$ cat src/rtl/bus_tmo_pkg.sv
package bus_tmo_pkg;
  localparam int unsigned FIELD_W = 4;

  // bit 0 error, bit 1 read, bit 2 status lock, bit 3 address lock
  typedef struct packed {
    logic alk;
    logic flk;
    logic rd;
    logic err;
  } mst_field_t;
endpackage

$ cat src/rtl/tmo_field.sv
module tmo_field
  import bus_tmo_pkg::*;
(
  input  logic               clk_i,
  input  logic               rst_ni,
  input  logic               tmo_i,
  input  logic               rd_i,
  input  logic               lock_en_i,
  input  logic [FIELD_W-1:0] clr_i,
  output mst_field_t         field_o,
  output logic               cap_o
);
  mst_field_t q;
  logic       cap;

  assign cap     = tmo_i & ~q.flk;
  assign cap_o   = cap;
  assign field_o = q;

  // hardware set dominates a same-edge clear
  always_ff @(posedge clk_i or negedge rst_ni) begin
    if (!rst_ni) begin
      q <= '0;
    end else begin
      q.err <= cap | (q.err & ~clr_i[0]);
      q.rd  <= cap ? rd_i : (q.rd & ~clr_i[1]);
      q.flk <= (cap & lock_en_i) | (q.flk & ~clr_i[2]);
      q.alk <= (cap & lock_en_i) | (q.alk & ~clr_i[3]);
    end
  end

  p_capture_r2: assert property (@(posedge clk_i) disable iff (!rst_ni)
    (tmo_i && !q.flk) |=> (q.err && (q.rd == $past(rd_i))));

  p_lock_freeze_r4: assert property (@(posedge clk_i) disable iff (!rst_ni)
    (q.flk && !clr_i[0] && !clr_i[1]) |=> ($stable(q.err) && $stable(q.rd)));

  p_lock_set_r5: assert property (@(posedge clk_i) disable iff (!rst_ni)
    (tmo_i && !q.flk && lock_en_i) |=> (q.flk && q.alk));

  p_set_wins_r8: assert property (@(posedge clk_i) disable iff (!rst_ni)
    (tmo_i && !q.flk && clr_i[0]) |=> q.err);
endmodule

$ cat src/rtl/tmo_addr_cap.sv
module tmo_addr_cap #(
  parameter int unsigned NUM_MST = 2,
  parameter int unsigned AW      = 32
) (
  input  logic                  clk_i,
  input  logic                  rst_ni,
  input  logic [NUM_MST-1:0]    cap_i,
  input  logic [NUM_MST*AW-1:0] addr_i,
  input  logic                  hold_i,
  output logic [AW-1:0]         addr_o
);
  logic [AW-1:0] addr_q;
  logic [AW-1:0] sel;
  logic          load;

  // lowest master index wins
  always_comb begin
    sel = '0;
    for (int i = NUM_MST - 1; i >= 0; i--) begin
      if (cap_i[i]) sel = addr_i[i*AW +: AW];
    end
  end

  assign load   = (|cap_i) & ~hold_i;
  assign addr_o = addr_q;

  always_ff @(posedge clk_i or negedge rst_ni) begin
    if (!rst_ni)   addr_q <= '0;
    else if (load) addr_q <= sel;
  end

  p_addr_hold_r6: assert property (@(posedge clk_i) disable iff (!rst_ni)
    hold_i |=> $stable(addr_q));

  p_m0_prio_r7: assert property (@(posedge clk_i) disable iff (!rst_ni)
    (cap_i[0] && !hold_i) |=> (addr_q == $past(addr_i[AW-1:0])));
endmodule

$ cat src/rtl/bus_tmo_err_status.sv
module bus_tmo_err_status
  import bus_tmo_pkg::*;
#(
  parameter int unsigned NUM_MST = 2,
  parameter int unsigned AW      = 32,
  parameter int unsigned DW      = 32,
  parameter int unsigned OFS_W   = 2
) (
  input  logic                  clk_i,
  input  logic                  rst_ni,
  input  logic                  reg_we_i,
  input  logic [OFS_W-1:0]      reg_ofs_i,
  input  logic [DW-1:0]         reg_wdata_i,
  output logic [DW-1:0]         reg_rdata_o,
  input  logic [NUM_MST-1:0]    tmo_valid_i,
  input  logic [NUM_MST-1:0]    tmo_read_i,
  input  logic [NUM_MST-1:0]    tmo_lock_en_i,
  input  logic [NUM_MST*AW-1:0] tmo_addr_i
);
  localparam int unsigned STAT_W   = NUM_MST * FIELD_W;
  localparam logic [OFS_W-1:0] OFS_STAT = OFS_W'(0);
  localparam logic [OFS_W-1:0] OFS_ADDR = OFS_W'(1);

  logic                stat_wr;
  logic [STAT_W-1:0]   stat_vec;
  logic [NUM_MST-1:0]  cap;
  logic [NUM_MST-1:0]  alk_vec;
  logic [AW-1:0]       err_addr;

  assign stat_wr = reg_we_i && (reg_ofs_i == OFS_STAT);

  for (genvar m = 0; m < NUM_MST; m++) begin : g_mst
    mst_field_t fld;
    tmo_field u_field (
      .clk_i     (clk_i),
      .rst_ni    (rst_ni),
      .tmo_i     (tmo_valid_i[m]),
      .rd_i      (tmo_read_i[m]),
      .lock_en_i (tmo_lock_en_i[m]),
      .clr_i     (reg_wdata_i[m*FIELD_W +: FIELD_W] & {FIELD_W{stat_wr}}),
      .field_o   (fld),
      .cap_o     (cap[m])
    );
    assign stat_vec[m*FIELD_W +: FIELD_W] = fld;
    assign alk_vec[m] = fld.alk;
  end

  tmo_addr_cap #(
    .NUM_MST (NUM_MST),
    .AW      (AW)
  ) u_addr (
    .clk_i  (clk_i),
    .rst_ni (rst_ni),
    .cap_i  (cap),
    .addr_i (tmo_addr_i),
    .hold_i (|alk_vec),
    .addr_o (err_addr)
  );

  always_comb begin
    reg_rdata_o = '0;
    if (reg_ofs_i == OFS_STAT)      reg_rdata_o[STAT_W-1:0] = stat_vec;
    else if (reg_ofs_i == OFS_ADDR) reg_rdata_o[AW-1:0]     = err_addr;
  end

  p_rsvd_zero_r1: assert property (@(posedge clk_i) disable iff (!rst_ni)
    (reg_ofs_i == OFS_STAT) |-> (reg_rdata_o[DW-1:STAT_W] == '0));

  p_addr_wr_ignored_r10: assert property (@(posedge clk_i) disable iff (!rst_ni)
    (reg_we_i && reg_ofs_i == OFS_ADDR && cap == '0) |=> $stable(err_addr));

  p_other_master_free_r9: assert property (@(posedge clk_i) disable iff (!rst_ni)
    (stat_vec[2] && !stat_vec[FIELD_W+2] && tmo_valid_i[1]) |=> stat_vec[FIELD_W]);
endmodule

$ cat config.mk
export PLATFORM = sky130hd
export DESIGN_NAME = bus_tmo_err_status
export DESIGN_NICKNAME = d
export VERILOG_FILES = /design/src/rtl/bus_tmo_pkg.sv /design/src/rtl/tmo_field.sv /design/src/rtl/tmo_addr_cap.sv /design/src/rtl/bus_tmo_err_status.sv
export SDC_FILE = /design/constraint.sdc
export NUM_CORES = 1
export LEC_CHECK = 0
export BUFFER_PORTS_ARGS = -buffer_cell sky130_fd_sc_hd__buf_2
export CAP_MARGIN = 20
export CELL_PAD_IN_SITES_DETAIL_PLACEMENT = 1
export CELL_PAD_IN_SITES_GLOBAL_PLACEMENT = 1
export CORE_UTILIZATION = 30
export DETAILED_ROUTE_END_ITERATION = 12
export PLACE_DENSITY_LB_ADDON = 0.05
export SYNTH_ARGS = -nofsm -noshare
export SYNTH_HDL_FRONTEND = slang
export SYNTH_SLANG_ARGS = --single-unit
export TNS_END_PERCENT = 20
$ cat constraint.sdc
create_clock -name clk_i -period 1.4 [get_ports clk_i]
set_input_delay 0.28 -clock clk_i [delete_from_list [all_inputs] [get_ports clk_i]]
set_output_delay 0.28 -clock clk_i [all_outputs]
set_load 0.01 [all_outputs]
==> impl_metrics.ini <==
[status]
outcome = complete, but fails checks
failing_checks = negative setup slack

[setup_path]
worst_path_largest_cell_delay_ns = 0.46
path_delay_family = flip-flops
wp_buf_inv = 1
data_arrival_at_the_endpoint_of_the_critical_path_ns = 1.13
ff2ff_path_depth = 4
critPathLaunch = g_mst[0].u_field.field_o[3]$_DFF_PN0_
critical_path.slowest_cell = dfrtp_2
cp.depth = 3
worstSetupEndpoint = reg_rdata_o[3]
r2r-end = u_addr.addr_o[19]$_DFFE_PN0P_
cp_cell_sequence = mux2i_1 > nor2_1 > buf_2
cp_max_fo = 4
endpoint_kind = output port
r2r_start = g_mst[1].u_field.field_o[2]$_DFF_PN0_
startpoint_type = flip-flop
rrSetupSlack_ns = 0.02
crit_required_ns = 1.12
criticalPathCategory = reg -> out

[routing]
ratio_of_routed_vias_to_standard_cells = 4.70
postRouteAntennaNets = 0
drcViolationCount = 0
detail_route.iter0.violations = 66
detail_route.first_pass.iterations = 4
route.vias.total = 1894
wl_per_cell_um = 15.7
finalWirelength_um = 6310

[synth]
avg_cell_area_syn_um2 = 11.5
postSynthCellCount = 184
synthMostInstantiatedCell = dfrtp_1
yosys_register_bits = 40
synthDominantAreaCellType = dfrtp_1
synth_enable_flop_cells = 0
mappedNetlistNets = 291
synth_area_leaders = dfrtp_1 (47%), o221a_1 (16%), nand2b_1 (9.8%)
dominantRegCellSynth = dfrtp_1
ys_warn_count = 0
ys_async_sr_fraction_pct = 100
netlist.area_leader.share_pct = 47.3
synth_sequential_area_ratio_pct = 47.3
synth.cells.most_frequent = dfrtp_1 (40), nand2b_1 (33), o221a_1 (30), and2_1 (25), nor2_1 (9)
netlist_area_mm2 = 0.00212
distinct_cell_type_count_of_the_synthesized_netlist = 26

[timing]
grt_setup_unrepaired = true
clock.fmax_ghz = 0.710
layout_setup_ws_ns = -0.00867
finalWorstPathRequiredPeriod_ns = 1.41
report.final.slew_viol_count = 0
final_min_period_over_clock_period_pct = 101
fin_skew_ns = 0.00464
relSlewSlack_pct = 72.9
hold_viol = 0
setup_viol_count_final = 1
final.setup.tns_ns = -0.00867
worst-slew-pin-transition_ns = 0.407

[grt]
globalRouteTotalUtil_pct = 18.0
maximum_number_of_pins_on_one_net_before_global_route_repair = 26
grt_first_pass_wirelength_um = 10300
grt_remaining_overflow = 0
grt_antenna_before_repair = 0
vias_in_the_first_global_route = 2044

[placement]
place_congestion = 0.796
post-dp-hpwl_um = 4550
port-buffer-count = 114

[finish]
area.growth.synth_to_final_pct = 40.4
fillerInstances = 814
num_antenna_cells = 0
num-nets-final = 413
final_layout_size_suffix_gt1_share_pct = 47.6

[hold_path]
worstHoldPathCells = 2
hold_path_class = in -> reg

[die]
core_area_mm2 = 0.00679
num_io_pins = 139
design.die.area_mm2 = 0.00740
initial_core_util_pct = 31.2
die_w_um = 86.0
dieHeight_um = 86.0
floorplan.rows = 30

[clock_tree]
worstSkewPairLatency_ns = 0.29
cts.path.max_buffers = 2
tritoncts = done
cts_setup_buffers = 0
cts_buffers = 5
root_buffer_selected_by_cts = clkbuf_8
cts_num_sinks = 40
htree_levels = 2
clock_slew_at_reported_path_ffs_ns = 0.08

[power]
power-per-cell-area_mw_per_mm2 = 1370
share_clk_of_total_power_pct = 19.8
pwr-share-seq_pct = 48.6
leakagePower_nw = 1.38
total_power_mw = 4.07
sw_frac_of_total_pct = 30.1
cellInternalPower_mw = 2.85
vdd_drop_max_uv = 429
p_sw_mw = 1.22
combinationalPowerShare_pct = 31.6

[run]
drv.max_cap_violation_count = 0
==> power groups by stage <==
stage / Combinational [mW] / Sequential, mW / Clock (mW)
after global routing: 1.43 / 2.06 / 0.886
after floorplan: 0.862 / 1.88 / 0
after CTS: 1.31 / 1.99 / 0.834
final: 1.29 / 1.98 / 0.804
after detailed placement: 1.29 / 1.99 / 0
after global placement: 1.25 / 1.98 / 0
==> flip-flops by register name, summed over array words and instances (netlist names) <==
| register | cells |
|---|---|
| g_mst.u_field.field_o | 8 |
| u_addr.addr_o | 32 |
==> through the flow <==
stage,util (%),instance area [um^2],setup WS (ns),cells,hold slack (ns)
CTS,43.6,2970,-0.0223,403,0.167
detailed placement,41.8,2840,-0.0495,393,0.234
floorplan,-,2120,0.0430,184,-0.0156
global route,43.8,2970,-0.0713,403,0.160
global placement,41.8,2840,-0.0270,393,0.234
finish,43.8,2970,-0.00867,403,0.177
==> cell families after synthesis <==
| family | count (synthesis) | synth area share (%) |
|---|---|---|
| multiplexers | 9 | 4.31 |
| AND/OR/NAND/NOR | 79 | 23.5 |
| AO/OA/AOI/OAI | 43 | 20.9 |
| flip-flops | 40 | 47.3 |
| buffers and inverters | 13 | 3.96 |
==> cells in the final DEF, fill, tap and decap left out, types with 3 or more instances in the layout <==
cell and count:
and2_1 25, clkbuf_8 6, dfrtp_1 37, nor2_1 8, mux2i_1 8, o221a_1 30
buf_2 114, nand2b_1 33, nand2_1 6, buf_4 8, dfrtp_2 3
==> layout make-up <==
| cell class | instances | area [um^2] | area share (%) |
|---|---|---|---|
| Timing Repair Buffer | 127 | 703 | 23.7 |
| Tap cell | 96 | 120 | 4.04 |
| Multi-Input combinational cell | 132 | 1050 | 35.5 |
| Sequential cell | 40 | 1000 | 33.8 |
| Clock buffer | 8 | 90.1 | 3.03 |
==> per-layer routing <==
layer	vias to the layer above	part of all wire [%]	GRT usage (%)
li1	916	-	-
met3	4	4.4	3.85
met2	64	50	31.6
met4	0	0.57	4.24
met5	-	0	0
met1	910	45	22.5
==> worst min-delay path by stage <==
| stage | from | endpoint | slack (ns) |
|---|---|---|---|
| 4_1_cts | reg_wdata_i[2] | g_mst[0].u_field.field_o[2]$_DFF_PN0_ | 0.17 |
| 3_5_place_dp | rst_ni | u_addr.addr_o[12]$_DFFE_PN0P_ | 0.23 |
| 3_3_place_gp | rst_ni | u_addr.addr_o[14]$_DFFE_PN0P_ | 0.23 |
| 6_report | reg_wdata_i[2] | g_mst[0].u_field.field_o[2]$_DFF_PN0_ | 0.18 |
| 2_1_floorplan | rst_ni | g_mst[0].u_field.field_o[0]$_DFF_PN0_ | -0.02 |
| 5_1_grt | reg_wdata_i[2] | g_mst[0].u_field.field_o[2]$_DFF_PN0_ | 0.16 |
==> repair_timing <==
action                                  CTS  global route
gates resized for setup                   6             2
pin swaps                                 0             1
endpoints found under the hold margin    15             0
gates cloned                              1             0
endpoints found under the setup margin   35            37
hold buffers                              1             0
Power figures use the tool's default switching activity.
